==> config.mk <==
export PLATFORM = sky130hd
export DESIGN_NAME = serclk_host
export DESIGN_NICKNAME = d
export VERILOG_FILES = /design/src/rtl/serclk_pkg.sv /design/src/rtl/serclk_decode.sv /design/src/rtl/serclk_cmdsh.sv /design/src/rtl/serclk_outsr.sv /design/src/rtl/serclk_host.sv
export SDC_FILE = /design/constraint.sdc
export NUM_CORES = 1
export LEC_CHECK = 0
export BUFFER_PORTS_ARGS = -buffer_cell sky130_fd_sc_hd__buf_4
export CAP_MARGIN = 15
export CORE_MARGIN = 2
export CORE_UTILIZATION = 45
export DETAILED_ROUTE_END_ITERATION = 8
export HOLD_SLACK_MARGIN = 0.03
export PLACE_DENSITY = 0.69
export SKIP_LAST_GASP = 1
export SYNTH_ARGS = -nofsm -noshare
export SYNTH_HDL_FRONTEND = slang
export SYNTH_HIERARCHICAL = 1
export SYNTH_SLANG_ARGS = --single-unit
==> constraint.sdc <==
create_clock -name clk -period 1.9 [get_ports clk]
set_clock_uncertainty 0.1 [all_clocks]
set_input_delay 0 -clock clk [delete_from_list [all_inputs] [get_ports clk]]
set_output_delay 0 -clock clk [all_outputs]
set_load 0.01 [all_outputs]
==> src/rtl/serclk_pkg.sv <==
package serclk_pkg;
  localparam int BYTE_W    = 8;
  localparam int CMD_W     = 3;
  localparam int ECMD_W    = 4;
  localparam int STB_BIT   = 3;
  localparam int SCK_BIT   = 4;
  localparam int DIN_BIT   = 5;
  localparam int MODE_EXT  = 5;
  localparam logic [ECMD_W-1:0] CMD_READ = 4'd3;
  localparam logic [CMD_W-1:0]  CMD_EXT  = 3'd7;
  localparam logic [BYTE_W-1:0] STATUS_BASE = 8'hF8;
  localparam logic [BYTE_W-1:0] MODE_RST    = 8'hFF;

  typedef struct packed {
    logic strobe_fall;
    logic sck_fall;
    logic din;
  } edges_t;
endpackage

==> src/rtl/serclk_decode.sv <==
module serclk_decode
  import serclk_pkg::*;
(
  input  logic              wr_ctl,
  input  logic [BYTE_W-1:0] prev_ctl,
  input  logic [BYTE_W-1:0] new_ctl,
  input  logic [ECMD_W-1:0] ext_cmd,
  output edges_t            edges,
  output logic              cmd_en,
  output logic [ECMD_W-1:0] cmd_next,
  output logic              time_load
);
  always_comb begin
    edges.strobe_fall = wr_ctl & prev_ctl[STB_BIT] & ~new_ctl[STB_BIT];
    edges.sck_fall    = wr_ctl & prev_ctl[SCK_BIT] & ~new_ctl[SCK_BIT];
    edges.din         = prev_ctl[DIN_BIT];
    cmd_en            = edges.strobe_fall;
    if (prev_ctl[CMD_W-1:0] == CMD_EXT) begin
      cmd_next = ext_cmd;
    end else begin
      cmd_next = {{(ECMD_W-CMD_W){1'b0}}, prev_ctl[CMD_W-1:0]};
    end
    time_load = cmd_en & (cmd_next == CMD_READ);
  end
endmodule

==> src/rtl/serclk_cmdsh.sv <==
module serclk_cmdsh #(
  parameter int W = 4
) (
  input  logic         clk,
  input  logic         rst_n,
  input  logic         shift_en,
  input  logic         din,
  output logic [W-1:0] q
);
  logic [W-1:0] q_next;

  always_comb begin
    q_next = q;
    if (shift_en) begin
      q_next = {din, q[W-1:1]};
    end
  end

  always_ff @(posedge clk or negedge rst_n) begin
    if (!rst_n) begin
      q <= '0;
    end else if (shift_en) begin
      q <= q_next;
    end
  end
endmodule

==> src/rtl/serclk_outsr.sv <==
module serclk_outsr #(
  parameter int FRAME_W  = 48,
  parameter int ALIGN_SH = 4,
  localparam int SR_W    = FRAME_W + ALIGN_SH
) (
  input  logic               clk,
  input  logic               rst_n,
  input  logic               load,
  input  logic               shift_en,
  input  logic               align,
  input  logic [FRAME_W-1:0] frame,
  output logic [SR_W-1:0]    sr_q
);
  logic [SR_W-1:0] loaded;
  logic [SR_W-1:0] sr_next;
  logic [SR_W-1:0] frame_wide;

  generate
    if (ALIGN_SH > 0) begin : g_align
      always_comb begin
        frame_wide = {{ALIGN_SH{1'b0}}, frame};
        if (align) begin
          frame_wide = {frame, {ALIGN_SH{1'b0}}};
        end
      end
    end else begin : g_noalign
      always_comb frame_wide = frame;
    end
  endgenerate

  always_comb begin
    loaded  = load ? frame_wide : sr_q;
    sr_next = shift_en ? {1'b0, loaded[SR_W-1:1]} : loaded;
  end

  always_ff @(posedge clk or negedge rst_n) begin
    if (!rst_n) begin
      sr_q <= '0;
    end else if (load || shift_en) begin
      sr_q <= sr_next;
    end
  end
endmodule

==> src/rtl/serclk_host.sv <==
module serclk_host
  import serclk_pkg::*;
#(
  parameter int FRAME_W  = 48,
  parameter int ALIGN_SH = 4,
  localparam int SR_W    = FRAME_W + ALIGN_SH
) (
  input  logic        clk,
  input  logic        rst_n,
  input  logic        wr_en,
  input  logic        wr_sel,
  input  logic [7:0]  wr_data,
  input  logic [7:0]  tod_sec,
  input  logic [7:0]  tod_min,
  input  logic [7:0]  tod_hour,
  input  logic [7:0]  tod_mday,
  input  logic [3:0]  tod_wday,
  input  logic [3:0]  tod_mon,
  input  logic [7:0]  tod_year,
  output logic [7:0]  status_q,
  output logic [7:0]  mode_q,
  output logic [3:0]  cmd_q
);
  logic [BYTE_W-1:0] ctrl_q;
  logic [ECMD_W-1:0] ext_q;
  logic [SR_W-1:0]   sr_bits;
  logic [FRAME_W-1:0] frame;
  edges_t            edges;
  logic              cmd_en;
  logic [ECMD_W-1:0] cmd_next;
  logic              time_load;
  logic              wr_ctl;
  logic              wr_mode;

  assign wr_ctl  = wr_en & ~wr_sel;
  assign wr_mode = wr_en & wr_sel;

  always_comb begin
    frame = '0;
    frame[47:0] = {tod_year, tod_mon, tod_wday, tod_mday, tod_hour, tod_min, tod_sec};
  end

  serclk_decode u_decode (
    .wr_ctl    (wr_ctl),
    .prev_ctl  (ctrl_q),
    .new_ctl   (wr_data),
    .ext_cmd   (ext_q),
    .edges     (edges),
    .cmd_en    (cmd_en),
    .cmd_next  (cmd_next),
    .time_load (time_load)
  );

  serclk_cmdsh #(.W(ECMD_W)) u_cmdsh (
    .clk      (clk),
    .rst_n    (rst_n),
    .shift_en (edges.sck_fall),
    .din      (edges.din),
    .q        (ext_q)
  );

  serclk_outsr #(.FRAME_W(FRAME_W), .ALIGN_SH(ALIGN_SH)) u_outsr (
    .clk      (clk),
    .rst_n    (rst_n),
    .load     (time_load),
    .shift_en (edges.sck_fall),
    .align    (mode_q[MODE_EXT]),
    .frame    (frame),
    .sr_q     (sr_bits)
  );

  always_ff @(posedge clk or negedge rst_n) begin
    if (!rst_n) begin
      ctrl_q <= '0;
    end else if (wr_ctl) begin
      ctrl_q <= wr_data;
    end
  end

  always_ff @(posedge clk or negedge rst_n) begin
    if (!rst_n) begin
      mode_q <= MODE_RST;
    end else if (wr_mode) begin
      mode_q <= wr_data;
    end
  end

  always_ff @(posedge clk or negedge rst_n) begin
    if (!rst_n) begin
      cmd_q <= '0;
    end else if (cmd_en) begin
      cmd_q <= cmd_next;
    end
  end

  assign status_q = STATUS_BASE | {7'd0, sr_bits[0]};
endmodule

* After elaboration in Yosys (flattened, before gate mapping)
Index checks and enable logic that the tools add are counted.
** Storage, ports and cells
- Output and inout bits :: 20
- Logic and storage cells :: 25
- Flip-flop bits (word level) :: 74
** Cells by class
- Bitwise gates (word level) :: 10
- Reduce and logical (&&, ||, !) cells :: 3
- Eq/ne operators :: 2
- Muxes and demuxes :: 4
** Operators with widths (count)
- 52-bit 2-to-1 mux :: 3
- 1-bit AND :: 7
- 4-bit by 2-bit == test with 1-bit output (second input constant) :: 1
- 4-bit 2-to-1 mux :: 1
- 3-bit == test (second input constant) :: 1
- 1-bit NOT :: 3
- 2-bit AND reduction :: 1
- 2-bit nonzero test :: 1
- 1-bit logical OR :: 1

* Depth between registers and ports, before layout
Gate-level depths: netlist of the first run.
- Depth after elaboration :: 7
- Depth in mapped cells :: 9

* Hierarchy
The synthesis of the first run kept the hierarchy.
** By module, submodules not included
- serclk_outsr :: cells each 176, times used 1, area each 3320.7 um2
- serclk_host :: cells each 52, times used 1, area each 857.1 um2
- serclk_cmdsh :: cells each 8, times used 1, area each 145.1 um2
- serclk_decode :: cells each 14, times used 1, area each 90.1 um2

* Worst setup path before layout of the first run
No wires, ideal clock.
- Kind :: register to register
- Start :: reg ctrl_q[3]
- End :: reg u_outsr.sr_q[3]
- Period minus slack after synthesis :: 2.129 ns
- Arrival time :: 1.891 ns
- Required time :: 1.662 ns
- Cell stages (with the launch flop) :: 7
- Setup slack :: -0.229 ns
- Buffers on the path :: 2
- Path through :: dfrtp_1 and3b_1 nor2b_1 and4b_1 buf_2 buf_2 mux4_2
** Between the ends
- Word-level cells in the longest chain between the ends :: 5
- Elaborated cells between the ends (all ways) :: 6
- Classes of those cells :: 2 x mux; 3 x bitwise; 1 x reduce/logical
** Ends and longest elaborated chain
- start, declared :: RTL line serclk_host.sv:24 : logic [BYTE_W-1:0] ctrl_q;
- start signal, assigned :: RTL line serclk_host.sv:76 : ctrl_q <= wr_data;
- 1-bit AND * (2 in series) :: RTL line serclk_decode.sv:14 : edges.strobe_fall = wr_ctl & prev_ctl[STB_BIT] & ~new_ctl[STB_BIT];
- named net cmd_en :: RTL line serclk_host.sv:29 : logic cmd_en;
- 1-bit AND * :: RTL line serclk_decode.sv:23 : time_load = cmd_en & (cmd_next == CMD_READ);
- named net time_load :: RTL line serclk_host.sv:31 : logic time_load;
- 52-bit 2-to-1 mux :: RTL line serclk_outsr.sv:32 : loaded = load ? frame_wide : sr_q;
- 52-bit 2-to-1 mux :: RTL line serclk_outsr.sv:33 : sr_next = shift_en ? {1'b0, loaded[SR_W-1:1]} : loaded;
- end signal, assigned :: RTL line serclk_outsr.sv:40 : sr_q <= sr_next;
- end, declared :: RTL line serclk_outsr.sv:12 : output logic [SR_W-1:0] sr_q
Mark *: on every way through the listed nets, which the timed path passes. The rest lies on a longest branch. The select of a mux whose other input is x is not followed.
A chain may end at the register's enable or synchronous reset.

* Worst setup path in the final report of the first run
- Start :: reg ctrl_q[2]
- End :: reg u_outsr.sr_q[41]
** Between the ends
- Word-level cells in the longest chain between the ends :: 6
- Elaborated cells between the ends (all ways) :: 7
- Classes of those cells :: 2 x eq/ne; 3 x mux; 1 x bitwise; 1 x reduce/logical
** Ends and longest elaborated chain
- 3-bit == test * :: RTL line serclk_decode.sv:18 : if (prev_ctl[CMD_W-1:0] == CMD_EXT) begin
- 4-bit 2-to-1 mux * :: RTL line serclk_decode.sv:18
- named net cmd_next[3] :: RTL line serclk_host.sv:30 : logic [ECMD_W-1:0] cmd_next;
- 4-bit by 2-bit == test with 1-bit output * :: RTL line serclk_decode.sv:23
- 1-bit AND * :: RTL line serclk_decode.sv:23
- named net time_load :: RTL line serclk_host.sv:31
- 52-bit 2-to-1 mux :: RTL line serclk_outsr.sv:32
- 52-bit 2-to-1 mux :: RTL line serclk_outsr.sv:33
Marks and branches as above.

==> impl_metrics.json, run 1 <==
{
  "placementRows": 35,
  "grt.total_usage_pct": 19.6,
  "status": "finished with violations",
  "use_met3_pct": 4.65,
  "cts_tree": "yes",
  "clock-root-buffer": "clkbuf_8",
  "syn-cell-area_um2": 4330,
  "drv_slew": 0,
  "start_util_pct": 46.6,
  "fin_crit_ns": 2.04,
  "use_met2_pct": 32.3,
  "busiest_layer": "met2",
  "dp_cells": 443,
  "antenna_found_initial": 0,
  "clkPwrFrac_pct": 24.7,
  "vias": 2763,
  "die_h_um": 102,
  "power_switching_w": 0.00147,
  "fillCellCount": 685,
  "cts.sinks": 74,
  "hold_viol": 0,
  "dpl.hpwl_um": 6200,
  "viasPerCell": 5.31,
  "htree_levels": 3,
  "seq_power_share_pct": 44.7,
  "syn_area_per_cell_um2": 17.7,
  "wl_um": 9570,
  "p_sw_share_pct": 27.6,
  "startpoint_type": "register",
  "rsz0062_at_grt": "true",
  "violations": "setup timing",
  "postRouteAntennaNets": 0,
  "worst_skew_pair.late_latency_ns": 0.36,
  "drc": 0,
  "drt-initial-drc-count": 94,
  "clkSlewWorstSetupHoldPaths_ns": 0.09,
  "grt_max_degree": 42,
  "period_share_pct": 108,
  "slowest_stage": "mux4_2",
  "fmax_mhz": 489,
  "drv_cap": 0,
  "setup_slack_ns": -0.145,
  "numCtsBuffers": 9,
  "diodes": 0,
  "area_growth_pct": 35.9,
  "ir_worst_vdd_mv": 0.577,
  "die_x_um": 102,
  "combinationalPowerShare_pct": 30.6,
  "yosysWarnings": 6,
  "drtPass1Iterations": 4,
  "clk_path_buf_depth": 2,
  "end_kind": "register",
  "multi_input_area_um2": 2270,
  "required_ns": 2.03,
  "fin_cells": 520,
  "die-area_um2": 10400,
  "place.gp.congestion": 0.722,
  "setup_viol": 50,
  "intPower_w": 0.00385,
  "pin_count": 80,
  "coreArea_um2": 9280,
  "fin_nets": 446,
  "crit_fanout": 5,
  "grt_pass1_wl_um": 15500,
  "p_per_area_nw_per_um2": 904,
  "io_buffers": 72,
  "p_leak_nw": 2.63,
  "gr-total-overflow": 0,
  "holdCritPathClass": "in -> async",
  "reg2reg_depth": 6,
  "critical_path_class": "reg -> reg",
  "routedWlPerCell_um": 18.4,
  "post-place-ws_ns": -0.147,
  "grt_pass1_vias": 3029,
  "grt_use_met1_pct": 26.4,
  "drive_gt1_share_pct": 61.6,
  "regArea_um2": 1860,
  "finish.utilization_pct": 63.3,
  "path_cells": "and4_1 -> nor2b_1 -> and4b_4 -> buf_4 -> buf_12 -> mux4_2",
  "cp_data_arrival_time_ns": 2.17,
  "crit_path_max_incr_delay_ns": 0.50,
  "postSynthCellCount": 245
}
worst paths after layout:
check | endpoint | start | slack, ns
worst min register to register | ctrl_q[3] | ctrl_q[3] | 0.42
worst max register to register | u_outsr/sr_q[41] | ctrl_q[2] | -0.14
worst min-delay path | u_outsr/sr_q[11] | rst_n | 0.03
max in group asynchronous | u_outsr/sr_q[44] | rst_n | 1.09
min in group clk | mode_q[0] | wr_en | 0.04
worst max-delay path | u_outsr/sr_q[41] | ctrl_q[2] | -0.14
critical path: cells and delay by family (launching register included):
| kind | cells | cell delay [ns] |
|---|---|---|
| AND/OR/NAND/NOR | 3 | 0.65 |
| multiplexers | 1 | 0.50 |
| flip-flops | 1 | 0.42 |
| buffers and inverters | 2 | 0.26 |
metrics by stage:
stage	total power (W)	instance area [um^2]	TNS (ns)	hold slack [ns]
2_1_floorplan	0.00344	4420	-0.518	-0.396
3_3_place_gp	0.00386	5050	-4.72	-0.130
3_5_place_dp	0.00390	5050	-6.02	-0.121
4_1_cts	0.00534	5890	-6.74	0.0343
5_1_grt	0.00557	5880	-10.36	0.0384
6_report	0.00532	5880	-5.83	0.0299
power groups by stage:
stage                     logic (W)  registers [W]  clock network (W)
final                       0.00163        0.00238            0.00131
after global routing        0.00173        0.00243            0.00141
after CTS                   0.00163        0.00237            0.00135
after detailed placement    0.00153        0.00238                  0
after global placement      0.00148        0.00238                  0
after floorplan             0.00113        0.00231                  0
area by class of cell:
| class | instances | share of cell area, % |
|---|---|---|
| Tap cell | 129 | 2.75 |
| Clock buffer | 9 | 2.11 |
| Timing Repair Buffer | 152 | 23.4 |
| Clock inverter | 7 | 1.47 |
| Multi-Input combinational cell | 149 | 38.6 |
| Sequential cell | 74 | 31.7 |
what timing repair did:
action	in CTS	in global routing
setup buffers	2	2
hold buffers	57	0
gates cloned	1	0
hold endpoints to repair	139	0
gates resized for setup	4	1
endpoints found under the setup margin	50	50
placed cells by master, fill, tap and decap left out, drive strengths merged:
| master | count |
|---|---|
| buf | 95 |
| inv | 3 |
| nor2b | 6 |
| dlygate4sd3 | 57 |
| clkinv | 2 |
| and3b | 1 |
| mux4 | 51 |
| and4 | 1 |
| dfrtp | 66 |
| nand2b | 1 |
| nand2 | 5 |
| clkinvlp | 1 |
| clkbuf | 9 |
| nor2 | 1 |
| bufinv | 1 |
| conb | 7 |
| nand3 | 1 |
| and4b | 1 |
| dfstp | 8 |
| and2 | 4 |
| mux2 | 66 |
| a21oi | 1 |
| o21a | 3 |
per-layer routing:
layer  wire length (um)  vias up
met4                 93        0
met3                408        8
met2               5020       86
met5                  0        -
li1                   -     1225
met1               4040     1444
sequential cells by signal, summed over array words and instances (netlist names):
signal	flops
mode_q	8
ctrl_q	6
u_outsr/sr_q	52
u_cmdsh/q	4
cmd_q	4
(Power assumes the default switching activity.)
==> run 2: changes to the inputs <==
ABC_AREA = 1   (was unset)
PLACE_DENSITY = 0.7   (was 0.69)
==> run 2 against run 1 <==
The flow now finishes without violations. Critical endpoint is now u_outsr/sr_q[33]. Highest routed layer unchanged. Total power down 12%. Largest cell class unchanged. Count of clock-buffer cells in the layout rose by 1. Die area shrank 3.7%. Largest power group unchanged.
==> impl_metrics.json, run 2 <==
{
  "routedWlPerCell_um": 13.9,
  "final_common_cell": "nand2_1",
  "dp_cells": 730,
  "pin_count": 80,
  "die-area_um2": 10000,
  "cts.sinks": 74,
  "io_buffers": 72,
  "top_regs": "u_outsr/sr_q: 52 flops, mode_q: 8 flops, ctrl_q: 6 flops",
  "setup_slack_ns": 0.0759,
  "viasPerCell": 5.21,
  "m1WireLength_um": 4920,
  "grt_max_degree": 59,
  "period_share_pct": 96.0,
  "highest_layer": "met4",
  "die_x_um": 100,
  "hold_viol": 0,
  "gr-total-overflow": 0,
  "cts_tree": "yes",
  "fin_crit_ns": 1.82,
  "post-place-ws_ns": 0.0619,
  "htree_levels": 3,
  "status": "complete, no violations",
  "worst_skew_pair.late_latency_ns": 0.34,
  "coreArea_um2": 9110,
  "end_kind": "register",
  "clk_path_buf_depth": 2,
  "grt.total_usage_pct": 23.3,
  "numCtsBuffers": 9,
  "postRouteAntennaNets": 0,
  "mostFrequentLayoutCells": "nand2_1 (262), nand3_1 (144), dlygate4sd3_1 (80), buf_4 (80), dfrtp_1 (66)",
  "startpoint_type": "register",
  "syn-cell-area_um2": 4160,
  "placementRows": 35,
  "antenna_found_initial": 0,
  "start_util_pct": 45.6,
  "drv_slew": 0,
  "place.gp.congestion": 0.807,
  "grt_pass1_vias": 4206,
  "area_growth_pct": 42.0,
  "finish.utilization_pct": 64.8,
  "wl_um": 11600,
  "cp_data_arrival_time_ns": 2.00,
  "rsz0062_at_grt": "true",
  "holdWs_ns": 0.0505,
  "crit_fanout": 18,
  "fin_cells": 833,
  "fillCellCount": 769,
  "clock-root-buffer": "clkbuf_8",
  "clkSlewWorstSetupHoldPaths_ns": 0.08,
  "drtPass1Iterations": 5,
  "grt_pass1_wl_um": 19000,
  "die_h_um": 100,
  "required_ns": 2.07,
  "drt-initial-drc-count": 249,
  "regMostFlops": "u_outsr/sr_q",
  "p_per_area_nw_per_um2": 788,
  "p_leak_nw": 3.07,
  "drive_gt1_share_pct": 19.3,
  "vias": 4343,
  "syn_area_per_cell_um2": 7.21,
  "wl_met2_um": 5790,
  "yosysWarnings": 6,
  "setup_viol": 0,
  "diodes": 0,
  "fin_nets": 777,
  "critical_path_class": "reg -> reg",
  "drc": 0,
  "tns_ns": 0,
  "postSynthCellCount": 577,
  "largest_register_ffs": 52,
  "ir_worst_vdd_mv": 0.370,
  "dpl.hpwl_um": 6620,
  "drv_cap": 0,
  "wl_met3_um": 663,
  "fmax_mhz": 548,
  "holdCritPathClass": "in -> async"
}
[run 2: critical path, stage by stage (launching register included)]
cell	delay, ns
dfrtp_1	0.43
buf_4	0.16
o21ai_2	0.06
nand2_1	0.10
nor2_4	0.24
buf_4	0.17
clkbuf_16	0.16
nand3_1	0.08
nand3_1	0.12
nand2_1	0.06
nand2_1	0.08
[run 2: path summary, 6_finish.rpt]
check / startpoint / cells after the start / slack, ns / to
max: ctrl_q[2] / 10 / 0.08 / u_outsr/sr_q[33]
min: rst_n / 2 / 0.05 / u_outsr/sr_q[40]
max reg2reg: ctrl_q[2] / 10 / 0.08 / u_outsr/sr_q[33]
min reg2reg: mode_q[4] / 2 / 0.38 / mode_q[4]
max in group asynchronous: rst_n / 3 / 1.06 / u_outsr/sr_q[25]
min in group clk: wr_en / 5 / 0.14 / mode_q[4]
[run 2: cell type report]
| cell class | count | area, um^2 | share of cell area, % |
|---|---|---|---|
| multi-input cells | 442 | 1950 | 33.0 |
| flip-flops and latches | 74 | 1870 | 31.6 |
| repair buffers | 172 | 1630 | 27.6 |
| well taps | 111 | 139 | 2.35 |
| clock buffers | 10 | 128 | 2.16 |
| clock inverters | 6 | 115 | 1.95 |
| inverters | 18 | 77.6 | 1.31 |
[run 2: stage by stage]
| step | cell area, um^2 | power [W] |
|---|---|---|
| finish | 5900 | 0.00465 |
| global route | 5900 | 0.00495 |
| CTS | 5730 | 0.00465 |
| detailed placement | 4680 | 0.00301 |
| global placement | 4680 | 0.00297 |
| floorplan | 4180 | 0.00265 |
[run 2: power breakdown]
part | switching, W | leakage [nW] | internal (W)
sequential | 0.000135 | 0.976 | 0.00188
combinational | 0.000603 | 1.98 | 0.000552
clock | 0.000609 | 0.117 | 0.000878
total | 0.00135 | 3.07 | 0.00331
[run 2: per-layer routing]
layer  up-vias  track usage (%)
li1       2110                -
met1      2028             31.3
met2       178             38.7
met3        27             3.41
met4         0             8.11
met5         -                0
[run 2: what timing repair did]
item | CTS | global route
gates resized for setup | 0 | 19
hold buffers | 80 | 0
endpoints found under the setup margin | 0 | 41
setup buffers | 0 | 4
endpoints found under the hold margin | 140 | 0
